### config.mk
export PLATFORM = sky130hd
export DESIGN_NAME = hw16_axil_bridge
export DESIGN_NICKNAME = d
export VERILOG_FILES = /design/src/rtl/hw16_axil_pkg.sv /design/src/rtl/hw16_axil_events.sv /design/src/rtl/hw16_axil_engine.sv /design/src/rtl/hw16_axil_bridge.sv
export SDC_FILE = /design/constraint.sdc
export NUM_CORES = 1
export LEC_CHECK = 0
export BUFFER_PORTS_ARGS = -buffer_cell sky130_fd_sc_hd__clkbuf_2
export CAP_MARGIN = 20
export CELL_PAD_IN_SITES_DETAIL_PLACEMENT = 0
export CELL_PAD_IN_SITES_GLOBAL_PLACEMENT = 1
export CORE_UTILIZATION = 43
export DETAILED_ROUTE_END_ITERATION = 10
export PLACE_DENSITY = 0.91
export SLEW_MARGIN = 20
export SYNTH_ARGS = -nofsm -noshare
export SYNTH_HDL_FRONTEND = slang
export SYNTH_HIERARCHICAL = 1
export SYNTH_SLANG_ARGS = --single-unit
### constraint.sdc
create_clock -name clk -period 7.09 [get_ports clk]
set_input_delay 0.3545 -clock clk [delete_from_list [all_inputs] [get_ports clk]]
set_output_delay 0.3545 -clock clk [all_outputs]
set_load 0.01 [all_outputs]
### src/rtl/hw16_axil_pkg.sv
package hw16_axil_pkg;

    localparam int HOST_W  = 16;
    localparam int IDX_W   = 3;
    localparam int AXI_AW  = 32;
    localparam int AXI_DW  = 32;
    localparam int STRB_W  = AXI_DW / 8;
    localparam int CMD_W   = 4;
    localparam int N_EV    = 5;
    localparam int EV_LSB  = 11;

    typedef enum logic [IDX_W-1:0] {
        REG_STAT = 3'd0,
        REG_CTRL = 3'd1,
        REG_ADRL = 3'd2,
        REG_ADRH = 3'd3,
        REG_WDL  = 3'd4,
        REG_WDH  = 3'd5,
        REG_RDL  = 3'd6,
        REG_RDH  = 3'd7
    } reg_idx_e;

    // event vector index, mapped onto status bits EV_LSB + index
    localparam int EVI_INT = 0;
    localparam int EVI_ERR = 1;
    localparam int EVI_TMO = 2;
    localparam int EVI_WR  = 3;
    localparam int EVI_RD  = 4;

    localparam int B_RDAV  = 7;
    localparam int B_BUSY  = 6;
    localparam int B_INIT  = 5;

    typedef struct packed {
        logic valid;
        logic is_read;
        logic post_inc;
    } cmd_dec_t;

    typedef struct packed {
        logic ok;
        logic err;
        logic tmo;
        logic is_read;
    } outcome_t;

    typedef enum logic [2:0] {
        ST_IDLE,
        ST_WREQ,
        ST_WRESP,
        ST_RREQ,
        ST_RRESP
    } eng_state_e;

    function automatic cmd_dec_t decode_cmd(input logic [CMD_W-1:0] code);
        cmd_dec_t d;
        d = '0;
        case (code)
            4'h8: begin d.valid = 1'b1; end
            4'h9: begin d.valid = 1'b1; d.post_inc = 1'b1; end
            4'hA: begin d.valid = 1'b1; d.is_read = 1'b1; end
            4'hB: begin d.valid = 1'b1; d.is_read = 1'b1; d.post_inc = 1'b1; end
            default: d = '0;
        endcase
        return d;
    endfunction

endpackage

### src/rtl/hw16_axil_events.sv
module hw16_axil_events
    import hw16_axil_pkg::*;
#(
    parameter int N = N_EV
) (
    input  logic         clk,
    input  logic         rst,
    input  logic [N-1:0] set_i,
    input  logic [N-1:0] clr_i,
    input  logic [N-1:0] en_i,
    output logic [N-1:0] ev_o,
    output logic         irq_o
);

    for (genvar i = 0; i < N; i++) begin : g_flag
        logic flag_q;

        always_ff @(posedge clk) begin
            if (rst)
                flag_q <= 1'b0;
            else if (set_i[i])
                flag_q <= 1'b1;
            else if (clr_i[i])
                flag_q <= 1'b0;
        end

        assign ev_o[i] = flag_q;

        AST_STICKY: assert property (@(posedge clk) disable iff (rst)
            (flag_q && !clr_i[i]) |=> flag_q);
    end

    assign irq_o = |(ev_o & en_i);

endmodule

### src/rtl/hw16_axil_engine.sv
module hw16_axil_engine
    import hw16_axil_pkg::*;
#(
    parameter int TIMEOUT_CYCLES = 1024
) (
    input  logic              clk,
    input  logic              rst,
    input  logic              start_i,
    input  logic              start_rd_i,
    input  logic [AXI_AW-1:0] addr_i,
    input  logic [AXI_DW-1:0] wdata_i,
    output logic              busy_o,
    output outcome_t          done_o,
    output logic [AXI_AW-1:0] m_awaddr_o,
    output logic              m_awvalid_o,
    input  logic              m_awready_i,
    output logic [AXI_DW-1:0] m_wdata_o,
    output logic [STRB_W-1:0] m_wstrb_o,
    output logic              m_wvalid_o,
    input  logic              m_wready_i,
    input  logic [1:0]        m_bresp_i,
    input  logic              m_bvalid_i,
    output logic              m_bready_o,
    output logic [AXI_AW-1:0] m_araddr_o,
    output logic              m_arvalid_o,
    input  logic              m_arready_i,
    input  logic [1:0]        m_rresp_i,
    input  logic              m_rvalid_i,
    output logic              m_rready_o
);

    localparam int          CW       = $clog2(TIMEOUT_CYCLES + 1);
    localparam logic [CW-1:0] CNT_LAST = CW'(TIMEOUT_CYCLES - 1);

    eng_state_e        state_q;
    logic [AXI_AW-1:0] addr_q;
    logic [AXI_DW-1:0] wdata_q;
    logic [CW-1:0]     cnt_q;
    logic              aw_done_q, w_done_q;

    logic aw_hs, w_hs, ar_hs, resp_hs, tmo_now, is_rd_phase;
    logic [1:0] resp_code;

    assign busy_o      = (state_q != ST_IDLE);
    assign m_awvalid_o = (state_q == ST_WREQ) && !aw_done_q;
    assign m_wvalid_o  = (state_q == ST_WREQ) && !w_done_q;
    assign m_bready_o  = (state_q == ST_WRESP);
    assign m_arvalid_o = (state_q == ST_RREQ);
    assign m_rready_o  = (state_q == ST_RRESP);
    assign m_awaddr_o  = addr_q;
    assign m_araddr_o  = addr_q;
    assign m_wdata_o   = wdata_q;
    assign m_wstrb_o   = '1;

    assign aw_hs       = m_awvalid_o && m_awready_i;
    assign w_hs        = m_wvalid_o && m_wready_i;
    assign ar_hs       = m_arvalid_o && m_arready_i;
    assign resp_hs     = (m_bready_o && m_bvalid_i) || (m_rready_o && m_rvalid_i);
    assign resp_code   = (state_q == ST_RRESP) ? m_rresp_i : m_bresp_i;
    assign tmo_now     = busy_o && (cnt_q == CNT_LAST) && !resp_hs;
    assign is_rd_phase = (state_q == ST_RREQ) || (state_q == ST_RRESP);

    always_comb begin
        done_o         = '0;
        done_o.ok      = resp_hs && (resp_code == 2'b00);
        done_o.err     = resp_hs && (resp_code != 2'b00);
        done_o.tmo     = tmo_now;
        done_o.is_read = is_rd_phase;
    end

    always_ff @(posedge clk) begin
        if (rst) begin
            state_q   <= ST_IDLE;
            addr_q    <= '0;
            wdata_q   <= '0;
            cnt_q     <= '0;
            aw_done_q <= 1'b0;
            w_done_q  <= 1'b0;
        end else begin
            if (busy_o)
                cnt_q <= cnt_q + 1'b1;
            case (state_q)
                ST_IDLE: begin
                    if (start_i) begin
                        addr_q    <= addr_i;
                        wdata_q   <= wdata_i;
                        cnt_q     <= '0;
                        aw_done_q <= 1'b0;
                        w_done_q  <= 1'b0;
                        state_q   <= start_rd_i ? ST_RREQ : ST_WREQ;
                    end
                end
                ST_WREQ: begin
                    if (aw_hs) aw_done_q <= 1'b1;
                    if (w_hs)  w_done_q  <= 1'b1;
                    if ((aw_done_q || aw_hs) && (w_done_q || w_hs))
                        state_q <= ST_WRESP;
                end
                ST_RREQ: begin
                    if (ar_hs)
                        state_q <= ST_RRESP;
                end
                ST_WRESP, ST_RRESP: begin
                    if (resp_hs)
                        state_q <= ST_IDLE;
                end
                default: state_q <= ST_IDLE;
            endcase
            if (tmo_now)
                state_q <= ST_IDLE;
        end
    end

    AST_AW_HOLD: assert property (@(posedge clk) disable iff (rst)
        (m_awvalid_o && !m_awready_i && !tmo_now) |=> (m_awvalid_o && $stable(m_awaddr_o)));

    AST_NO_RESTART: assert property (@(posedge clk) disable iff (rst)
        (busy_o && start_i) |=> $stable(m_awaddr_o));

    AST_IDLE_AFTER_DONE: assert property (@(posedge clk) disable iff (rst)
        (done_o.ok || done_o.err || done_o.tmo) |=> !busy_o);

    AST_TMO_WINDOW: assert property (@(posedge clk) disable iff (rst)
        busy_o |-> (cnt_q < CW'(TIMEOUT_CYCLES)));

endmodule

### src/rtl/hw16_axil_bridge.sv
module hw16_axil_bridge
    import hw16_axil_pkg::*;
#(
    parameter int TIMEOUT_CYCLES = 1024,
    parameter int INIT_CYCLES    = 16,
    parameter int ADDR_STEP      = 4
) (
    input  logic              clk,
    input  logic              rst,
    input  logic [2:0]        host_addr_i,
    input  logic              host_we_i,
    input  logic              host_re_i,
    input  logic [15:0]       host_wdata_i,
    output logic [15:0]       host_rdata_o,
    input  logic              ext_int_i,
    output logic              irq_o,
    output logic [31:0]       m_awaddr_o,
    output logic              m_awvalid_o,
    input  logic              m_awready_i,
    output logic [31:0]       m_wdata_o,
    output logic [3:0]        m_wstrb_o,
    output logic              m_wvalid_o,
    input  logic              m_wready_i,
    input  logic [1:0]        m_bresp_i,
    input  logic              m_bvalid_i,
    output logic              m_bready_o,
    output logic [31:0]       m_araddr_o,
    output logic              m_arvalid_o,
    input  logic              m_arready_i,
    input  logic [31:0]       m_rdata_i,
    input  logic [1:0]        m_rresp_i,
    input  logic              m_rvalid_i,
    output logic              m_rready_o
);

    localparam int IW = $clog2(INIT_CYCLES + 1);
    localparam logic [IW-1:0] INIT_END = IW'(INIT_CYCLES);

    logic [N_EV-1:0]   en_q, ev, ev_set, ev_clr;
    logic [AXI_AW-1:0] adr_q;
    logic [AXI_DW-1:0] wd_q, rd_q;
    logic              rdav_q, pinc_q, busy, init_done, start, irq;
    logic [IW-1:0]     init_cnt_q;
    cmd_dec_t          dec;
    outcome_t          done;

    logic wr_stat, wr_ctrl, wr_adrl, wr_adrh;
    assign wr_stat = host_we_i && (host_addr_i == REG_STAT);
    assign wr_ctrl = host_we_i && (host_addr_i == REG_CTRL);
    assign wr_adrl = host_we_i && (host_addr_i == REG_ADRL);
    assign wr_adrh = host_we_i && (host_addr_i == REG_ADRH);

    assign dec   = decode_cmd(host_wdata_i[CMD_W-1:0]);
    assign start = wr_ctrl && dec.valid && !busy;

    // init-done timer
    always_ff @(posedge clk) begin
        if (rst)
            init_cnt_q <= '0;
        else if (init_cnt_q != INIT_END)
            init_cnt_q <= init_cnt_q + 1'b1;
    end
    assign init_done = (init_cnt_q == INIT_END);

    // register file
    always_ff @(posedge clk) begin
        if (rst) begin
            en_q   <= '0;
            adr_q  <= '0;
            wd_q   <= '0;
            rd_q   <= '0;
            rdav_q <= 1'b0;
            pinc_q <= 1'b0;
        end else begin
            if (wr_ctrl)
                en_q <= host_wdata_i[EV_LSB +: N_EV];
            if (start)
                pinc_q <= dec.post_inc;

            if (wr_adrl)
                adr_q[15:0] <= host_wdata_i;
            if (wr_adrh)
                adr_q[31:16] <= host_wdata_i;
            if (!wr_adrl && !wr_adrh && done.ok && pinc_q)
                adr_q <= adr_q + AXI_AW'(ADDR_STEP);

            if (host_we_i && host_addr_i == REG_WDL)
                wd_q[15:0] <= host_wdata_i;
            if (host_we_i && host_addr_i == REG_WDH)
                wd_q[31:16] <= host_wdata_i;

            if (done.ok && done.is_read) begin
                rd_q   <= m_rdata_i;
                rdav_q <= 1'b1;
            end else if (host_re_i && host_addr_i == REG_RDH) begin
                rdav_q <= 1'b0;
            end
        end
    end

    always_comb begin
        ev_set          = '0;
        ev_set[EVI_RD]  = done.ok && done.is_read;
        ev_set[EVI_WR]  = done.ok && !done.is_read;
        ev_set[EVI_TMO] = done.tmo;
        ev_set[EVI_ERR] = done.err;
        ev_set[EVI_INT] = ext_int_i;
        ev_clr          = wr_stat ? host_wdata_i[EV_LSB +: N_EV] : '0;
    end

    hw16_axil_events #(.N(N_EV)) u_events (
        .clk   (clk),
        .rst   (rst),
        .set_i (ev_set),
        .clr_i (ev_clr),
        .en_i  (en_q),
        .ev_o  (ev),
        .irq_o (irq)
    );
    assign irq_o = irq;

    hw16_axil_engine #(.TIMEOUT_CYCLES(TIMEOUT_CYCLES)) u_engine (
        .clk         (clk),
        .rst         (rst),
        .start_i     (start),
        .start_rd_i  (dec.is_read),
        .addr_i      (adr_q),
        .wdata_i     (wd_q),
        .busy_o      (busy),
        .done_o      (done),
        .m_awaddr_o  (m_awaddr_o),
        .m_awvalid_o (m_awvalid_o),
        .m_awready_i (m_awready_i),
        .m_wdata_o   (m_wdata_o),
        .m_wstrb_o   (m_wstrb_o),
        .m_wvalid_o  (m_wvalid_o),
        .m_wready_i  (m_wready_i),
        .m_bresp_i   (m_bresp_i),
        .m_bvalid_i  (m_bvalid_i),
        .m_bready_o  (m_bready_o),
        .m_araddr_o  (m_araddr_o),
        .m_arvalid_o (m_arvalid_o),
        .m_arready_i (m_arready_i),
        .m_rresp_i   (m_rresp_i),
        .m_rvalid_i  (m_rvalid_i),
        .m_rready_o  (m_rready_o)
    );

    // host read mux
    always_comb begin
        host_rdata_o = '0;
        case (host_addr_i)
            REG_STAT: begin
                host_rdata_o[EV_LSB +: N_EV] = ev;
                host_rdata_o[B_RDAV]         = rdav_q;
                host_rdata_o[B_BUSY]         = busy;
                host_rdata_o[B_INIT]         = init_done;
            end
            REG_CTRL: host_rdata_o[EV_LSB +: N_EV] = en_q;
            REG_ADRL: host_rdata_o = adr_q[15:0];
            REG_ADRH: host_rdata_o = adr_q[31:16];
            REG_WDL:  host_rdata_o = wd_q[15:0];
            REG_WDH:  host_rdata_o = wd_q[31:16];
            REG_RDL:  host_rdata_o = rd_q[15:0];
            REG_RDH:  host_rdata_o = rd_q[31:16];
            default:  host_rdata_o = '0;
        endcase
    end

    AST_INIT_HOLD: assert property (@(posedge clk) disable iff (rst)
        init_done |=> init_done);

    AST_ADDR_HOLD: assert property (@(posedge clk) disable iff (rst)
        (!wr_adrl && !wr_adrh && !(done.ok && pinc_q)) |=> $stable(adr_q));

    AST_RDAV_SET: assert property (@(posedge clk) disable iff (rst)
        (done.ok && done.is_read) |=> rdav_q);

endmodule

# == After elaboration in Yosys (flattened, before gate mapping) ==
# Index checks and enable logic that the tools add are counted.
# op_classes
magnitude_cmp,0
eq_ne,24
muxes,38
mul,0
n_bitwise,1
add_sub_neg,3
div_mod_pow,0
n_shift,0
reduce_logical,61
# ops
cell,count
case mux 5 bit (8 select lines),1
2-to-1 mux 11 bit,3
adder 32 x 3 -> 32 bit (second input constant),1
2-to-1 mux 16 bit,2
2-to-1 mux 32 bit,1
case mux 5 bit (6 select lines),1
logical AND 1 bit,26
case mux 3 bit (7 select lines),1
nonzero test 2 bit,10
2-to-1 mux 1 bit,18
case mux 3 bit (6 select lines),1
equality test 4 bit (second input constant),4
equality test 3 bit (second input constant),5
equality test 3 x 2 -> 1 bit (second input constant),4
2-to-1 mux 3 bit,4
case mux 3 bit (4 select lines),1
adder 11 x 1 -> 11 bit (second input constant),1
equality test 11 x 10 -> 1 bit (second input constant),1
OR reduction 2 bit,4
logical NOT 1 bit,7
equality test 3 x 1 -> 1 bit (second input constant),2
logical NOT 3 bit,2
inequality test 2 x 1 -> 1 bit (second input constant),3
inequality test 2 bit (second input constant),3
other kinds (15),21
# totals
n_memories,0
reg_bits,193
mem_bits_ro,0
latchBits,0
out_inout_bits,122
mem_bits_rw,0

# == Logic depth before layout (Yosys ltp) ==
# Gate-level depths: netlist (run 1).
# logic_depth
word_depth,7
mapped_depth,10
ltp_nobuf,9

# == Cells and area by module ==
# The synthesis (run 1) kept the hierarchy.
# by_module_without_submodules
module,area_per_inst_um2,seq_area_each_um2,cells_per_inst,instances
hw16_axil_bridge,5591.6,2162.1,706,1
hw16_axil_engine,3374.5,1601.5,424,1
hw16_axil_events,234.0,100.1,28,1

# == Worst setup path after synthesis (run 1) ==
# OpenSTA, ideal clock, no wires.
# synth_path
path_kind,flip-flop to flip-flop
start,register u_engine.state_q[0]
end,register adr_q[27]
required_time_ns,6.975
setup_ns,0.115
stages_incl_launch_ff,10
setup_slack_ns,4.532
arrival_time_ns,2.443
n_path_buf,1
path_cell_list,dfxtp_1 buf_2 or3b_1 or3_1 a21oi_1 nand2_1 a21oi_2 nand4_1 o311a_1 o21ba_2
# synth_rtl
item,line,text
start: declaration,hw16_axil_engine.sv:35,eng_state_e state_q;
start signal: assignment,hw16_axil_engine.sv:90,state_q <= start_rd_i ? ST_RREQ : ST_WREQ;
end signal: assignment,hw16_axil_bridge.sv:83,adr_q[31:16] <= host_wdata_i;
end signal: assignment,hw16_axil_bridge.sv:85,adr_q <= adr_q + AXI_AW'(ADDR_STEP);
end: declaration,hw16_axil_bridge.sv:40,logic [AXI_AW-1:0] adr_q;

==> results.sh, run 1 <==
export IMPL_outcome="complete, no violations"
export IMPL_clock_sinks=193
export IMPL_cts_buffers=17
export IMPL_cts_tree="built"
export IMPL_r2r_slack_ns=3.68
export IMPL_layout_min_cycle_time_ns=3.41
export IMPL_rows=53
export IMPL_clock_skew_final_ns=0.0113
export IMPL_fin_crit_sh=0.480
export IMPL_required_ns=7.43
export IMPL_rr_worst_depth=8
export IMPL_clock_latency_ns=0.45
export IMPL_cts_setup_buffers=0
export IMPL_clk_path_buf_depth=2
export IMPL_seqCellArea_um2=3860
export IMPL_syn_to_final_growth_pct=14.1
export IMPL_gr_usage_all_layers=0.259
export IMPL_wl_per_cell_um=18.5
export IMPL_synthAdderAreaFrac=0.00544
export IMPL_multi_input_area_um2=4600
export IMPL_drc=0
export IMPL_ant_nets=0
export IMPL_critPathMaxFanout=15
export IMPL_clkTransAtPathRegs_ns=0.08
export IMPL_grt_use_met2=0.399
export IMPL_peakVddDrop_mv=0.153
export IMPL_min_from="m_rdata_i[9]"
export IMPL_start_util=0.438
export IMPL_hold_slack_ns=0.111
export IMPL_min_path_type="input port to flip-flop"
export IMPL_synth_main_ff_cell="dfxtp_1"
export IMPL_maxSlewHeadroom=0.362
export IMPL_antenna_cells=0
export IMPL_place_hpwl_um=20100
export IMPL_antenna_found_initial=0
export IMPL_slew_viol_final=0
export IMPL_synth_compound_area_share=0.176
export IMPL_ctsResizeCount=0
export IMPL_io_pins=187
export IMPL_synth_seq_cells=193
export IMPL_nFillCells=2056
export IMPL_die_w_um=148
export IMPL_grt_overflow=0
export IMPL_cts_hold_buf=0
export IMPL_gr_usage_met1=0.354
export IMPL_grt_pass1_wl_um=43600
export IMPL_synth_edf_count=0
export IMPL_synthXorXnorAreaFrac=0.0114
export IMPL_grt_max_degree=109
export IMPL_cp_endpoint="adr_q[27]"
export IMPL_worstPathArrival_ns=3.75
export IMPL_cellPowerDensity_nw_per_um2=219
export IMPL_final_nets=1323
export IMPL_drv_cap=0
export IMPL_root_buffer="clkbuf_16"
export IMPL_die_area_um2=22000
export IMPL_rsz0062_at_grt="false"
export IMPL_core_area_um2=21000
export IMPL_mostFrequentLayoutCell="nand2_1"
export IMPL_wirelength_um=28500
export IMPL_yosysWarnings=6
export IMPL_drt_iter0_drc=864
export IMPL_syn_avg_cell_area_um2=7.94
export IMPL_synth_cells=1158
export IMPL_drt_first_pass_iters=7
export IMPL_crit_reg2reg_launch="u_engine/state_q[2]"
export IMPL_vias=8828
export IMPL_via_per_inst=5.73
export IMPL_netlist_area_um2=9200
export IMPL_dieHeight_um=148
export IMPL_yosys_area_top_type="dfxtp_1"
export IMPL_crit_type="flip-flop to flip-flop"
export IMPL_p_total_w=0.00230
export IMPL_worstMarginPinSlew_ns=0.955
export IMPL_synthMuxAreaShare=0.0544
export IMPL_port_buffers=182
export IMPL_layout_common_cells="nand2_1, dfxtp_1, clkbuf_2, a21oi_1, nor2_1"
export IMPL_hold_viol=0
export IMPL_p_leak_nw=3.94
export IMPL_synth_cell_types=80
export IMPL_top_usage_layer="met2"
export IMPL_htreeDepth=4
export IMPL_use_met3=0.0515
export IMPL_synth_top_area_frac=0.420
export IMPL_yosys_area_share_simple=0.251
export IMPL_drive_gt1_frac=0.205
export IMPL_postSynth_asyncResetShare=0
export IMPL_startpoint_type="flip-flop"
export IMPL_place_congestion=0.948
export IMPL_grt_pass1_vias=7774
export IMPL_synth_top_family_by_area="simple AND/OR/NAND/NOR gates"
export IMPL_seq_area_frac_synth=0.420
export IMPL_setup_tns_ns=0
export IMPL_synthTopCellsByArea="dfxtp_1, nand2_1, a21oi_1"
export IMPL_critPathLaunch="u_engine/state_q[2]"
export IMPL_max_freq_mhz=294
export IMPL_endpoint_kind="flip-flop"
export IMPL_setup_violations=0
export IMPL_rr_endpoint="adr_q[27]"
[cell families (layout without fill, tap and decap cells)]
| group | count (synthesis) | after routing |
|---|---|---|
| and+or+nand+nor | 507 | 507 |
| AOI/OAI and AO/OA | 269 | 269 |
| DFF | 193 | 193 |
| buffers and inverters | 132 | 238 |
| muxes | 40 | 40 |
| xor gates and xnor gates | 12 | 12 |
| adders and majority gates | 4 | 4 |
| other | 1 | 4 |
[metal layers]
metal / wire length, µm / part of all wire
met5: 0 / 0
met4: 924 / 0.032
met3: 2370 / 0.083
met2: 12900 / 0.45
met1: 12300 / 0.43
[worst min path at each step]
stage	end	slack, ns	cells past startpoint
2_1_floorplan	u_events/g_flag[0].flag_q	0.42	1
3_3_place_gp	rd_q[21]	0.44	2
3_5_place_dp	rd_q[31]	0.44	2
4_1_cts	rd_q[9]	0.11	3
5_1_grt	rd_q[25]	0.12	3
6_report	rd_q[9]	0.11	3
[state kept, by name, summed over array words and instances, names as in the netlist]
register and cells:
rdav_q 1, u_engine/cnt_q 11, u_engine/m_araddr_o 32, rd_q 32
u_engine/m_wdata_o 32, u_events/g_flag.flag_q 5, adr_q 32, wd_q 32
u_engine/state_q 3, u_engine/aw_done_q 1, en_q 5, u_engine/w_done_q 1
init_cnt_q 5, pinc_q 1
[synthesized netlist by cell type, drive strengths merged, types with 9 or more instances]
cell type	n
mux2	10
a21oi	165
nor3	15
nand3	27
inv	15
nand2	308
clkbuf	30
nor2	56
o21ai	18
a211oi	9
buf	85
dfxtp	193
a31oi	11
mux2i	23
and3	16
nand4	23
xor2	9
nand2b	10
nor2b	10
[critical path, stage by stage (launching register included)]
cell and delay (ns):
dfxtp_1 0.44, or3b_1 0.42, or3_1 0.34, a21oi_1 0.39
nand2_1 0.22, a21oi_2 0.61, nand4_1 0.30, o311a_1 0.36
o21ba_2 0.21
[report_power, final]
group | switching, W | internal [W]
Combinational | 0.0000885 | 0.0000445
Clock | 0.000480 | 0.000576
Sequential | 0.0000192 | 0.00109
[area by class of cell]
class,instances,share of cell area
Tap cell,275,0.0328
Timing Repair Buffer,190,0.0931
Clock buffer,17,0.0405
Clock inverter,15,0.0210
Multi-Input combinational cell,836,0.439
Sequential cell,193,0.368
Inverter,16,0.00572
[per-stage QoR]
step                      instance area, µm²   util  setup WS [ns]  instances
final                                  10500  0.499           3.68       1542
after global routing                   10500  0.499           3.49       1542
after CTS                              10500  0.499           3.75       1542
after detailed placement                9850  0.469           3.50       1510
after global placement                  9850  0.468           3.59       1510
after floorplan                         9210      -           4.53       1161
Power figures use the tool's default switching activity.
==> run 2, diff against run 1 <==
- ABC_AREA: not set -> 1
- CORE_UTILIZATION: 43 -> 36
- PLACE_DENSITY: 0.91 -> 0.83
- clock period: 7.09 -> 3.05 ns (I/O delays scaled with it)
==> run 2 against run 1 <==
  * Non-clock buffer count increased by 31
  * Largest power group unchanged
  * Clock power is 110% higher
  * Count of clock-buffer cells in the layout rose by 2
  * Via count is 5.3% higher
==> results.sh, run 2 <==
export IMPL_nFillCells=2811
export IMPL_synth_edf_count=0
export IMPL_postSynth_asyncResetShare=0
export IMPL_netlist_area_um2=9520
export IMPL_port_buffers=182
export IMPL_peakVddDrop_mv=0.348
export IMPL_yosys_area_top_type="dfxtp_1"
export IMPL_crit_family="simple AND/OR/NAND/NOR gates"
export IMPL_mostFrequentLayoutCell="nor2_1"
export IMPL_synthTopCellsByArea="dfxtp_1, nor2_1, nand2_1"
export IMPL_antenna_cells=0
export IMPL_clkTransAtPathRegs_ns=0.07
export IMPL_clock_sinks=193
export IMPL_yosysWarnings=6
export IMPL_layout_min_cycle_time_ns=2.46
export IMPL_grt_pass1_vias=8594
export IMPL_min_from="m_rdata_i[16]"
export IMPL_maxSlewHeadroom=0.429
export IMPL_crit_path_cell_trace="nor2_4, nand2_1, o31ai_1, nand2_1, inv_1, nand2_1, inv_1, nand2_4, nor2_8, inv_2, a21oi_1, o21ai_0, inv_1"
export IMPL_syn_avg_cell_area_um2=7.01
export IMPL_synth_main_ff_cell="dfxtp_1"
export IMPL_clk_path_buf_depth=2
export IMPL_place_hpwl_um=22700
export IMPL_dieHeight_um=165
export IMPL_syn_to_final_growth_pct=16.1
export IMPL_cp_endpoint="adr_q[18]"
export IMPL_place_congestion=0.980
export IMPL_synth_cell_types=49
export IMPL_drc=0
export IMPL_rr_endpoint="adr_q[18]"
export IMPL_crit_buf_inv=4
export IMPL_critPathLaunch="u_engine/state_q[1]"
export IMPL_vias=9300
export IMPL_outcome="complete, no violations"
export IMPL_worstMarginPinSlew_ns=0.855
export IMPL_fin_crit_sh=0.808
export IMPL_grt_max_degree=80
export IMPL_die_w_um=165
export IMPL_grt_pass1_wl_um=47700
export IMPL_drv_cap=0
export IMPL_setup_violations=0
export IMPL_antenna_found_initial=0
export IMPL_crit_type="flip-flop to flip-flop"
export IMPL_cp_num_cells=13
export IMPL_die_area_um2=27100
export IMPL_root_buffer="clkbuf_16"
export IMPL_crit_reg2reg_launch="u_engine/state_q[1]"
export IMPL_io_pins=187
export IMPL_rows=59
export IMPL_core_area_um2=26000
export IMPL_ant_nets=0
export IMPL_wirelength_um=30900
export IMPL_r2r_slack_ns=0.59
export IMPL_synth_seq_cells=193
export IMPL_setup_tns_ns=0
export IMPL_worstPathArrival_ns=2.84
export IMPL_start_util=0.366
export IMPL_max_freq_mhz=406
export IMPL_p_total_w=0.00563
export IMPL_cts_buffers=17
export IMPL_cpMaxStageDelayCell="dfxtp_1"
export IMPL_netlist_top_cells_count="nor2_1, nand2_1, dfxtp_1, inv_1, o21ai_0"
export IMPL_grt_overflow=0
export IMPL_yosysMostFrequentCell="nor2_1"
export IMPL_rsz0062_at_grt="false"
export IMPL_drive_gt1_frac=0.175
export IMPL_layout_common_cells="nor2_1, nand2_1, dfxtp_1, clkbuf_2, inv_1"
export IMPL_clock_skew_final_ns=0.0144
export IMPL_rr_worst_depth=13
export IMPL_slew_viol_final=0
export IMPL_critPathMaxFanout=23
export IMPL_via_per_inst=5.04
export IMPL_clock_latency_ns=0.44
export IMPL_synth_cells=1359
export IMPL_p_leak_nw=4.86
export IMPL_final_nets=1566
export IMPL_endpoint_kind="flip-flop"
export IMPL_synth_top_area_frac=0.406
export IMPL_drt_iter0_drc=845
export IMPL_drt_first_pass_iters=7
export IMPL_required_ns=3.43
export IMPL_cts_tree="built"
export IMPL_seq_area_frac_synth=0.406
export IMPL_cellPowerDensity_nw_per_um2=509
export IMPL_slowest_delay_ns=0.38
export IMPL_startpoint_type="flip-flop"
export IMPL_wl_per_cell_um=16.7
export IMPL_gr_usage_all_layers=0.230
export IMPL_hold_viol=0
export IMPL_htreeDepth=4
export IMPL_min_path_type="input port to flip-flop"
-- run 2: area by class of cell --
type | instances | area (µm²) | area share
Multi-Input combinational cell | 922 | 4390 | 0.397
Sequential cell | 193 | 3860 | 0.349
Timing Repair Buffer | 221 | 1290 | 0.117
Inverter | 142 | 539 | 0.0488
Clock buffer | 19 | 433 | 0.0392
Tap cell | 335 | 419 | 0.0379
Clock inverter | 13 | 126 | 0.0114
-- run 2: metrics by stage --
step | cells | worst slack, ns | area, µm² | hold WS [ns] | utilization
floorplan | 1362 | 1.17 | 9530 | 0.225 | -
global placement | 1784 | 0.663 | 10200 | 0.393 | 0.393
detailed placement | 1784 | 0.612 | 10200 | 0.396 | 0.393
CTS | 1845 | 0.585 | 11100 | 0.000533 | 0.425
global route | 1845 | 0.300 | 11100 | 0.00802 | 0.425
finish | 1845 | 0.586 | 11100 | 0.00726 | 0.425
-- run 2: how the worst min path moves through the flow --
stage	endpoint	slack, ns	depth (start not counted)
2_1_floorplan	u_events/g_flag[0].flag_q	0.22	1
3_3_place_gp	u_events/g_flag[0].flag_q	0.39	3
3_5_place_dp	u_events/g_flag[0].flag_q	0.40	3
4_1_cts	rdav_q	0.0005	4
5_1_grt	rdav_q	0.008	4
6_report	rd_q[16]	0.007	3
-- run 2: layer usage --
layer / vias up / wire (µm) / GRT usage
met4: 0 / 606 / 0.0709
met2: 313 / 14000 / 0.371
met1: 4298 / 14500 / 0.315
li1: 4657 / - / -
met5: - / 0 / 0
met3: 32 / 1760 / 0.0352
-- run 2: what timing repair did --
item,CTS,global route
setup buffers,0,0
hold buffers,29,0
endpoints found under the setup margin,0,0
gates resized for setup,0,0
endpoints found under the hold margin,29,0
-- run 2: cells by family (layout without fill, tap and decap cells) --
family / count (synthesis) / in the layout / share of synthesized area
AND/OR/NAND/NOR: 586 / 586 / 0.264
AO/OA/AOI/OAI: 319 / 319 / 0.181
buffers and inverters: 247 / 395 / 0.135
flip-flops: 193 / 193 / 0.406
XOR/XNOR: 9 / 9 / 0.00828
adder cells (fa/ha/maj): 4 / 4 / 0.00526
other: 1 / 4 / 0.000394
-- run 2: where the power goes --
part           leakage, nW  total (W)  internal (W)  switching, W
Combinational         3.03   0.000733      0.000243      0.000490
Clock                0.267    0.00220       0.00114       0.00105
Sequential            1.56    0.00269       0.00261     0.0000855
-- run 2: worst min-delay path: stages --
cell and delay [ns]:
clkbuf_2 0.07, o21ai_0 0.08, nor2_1 0.09
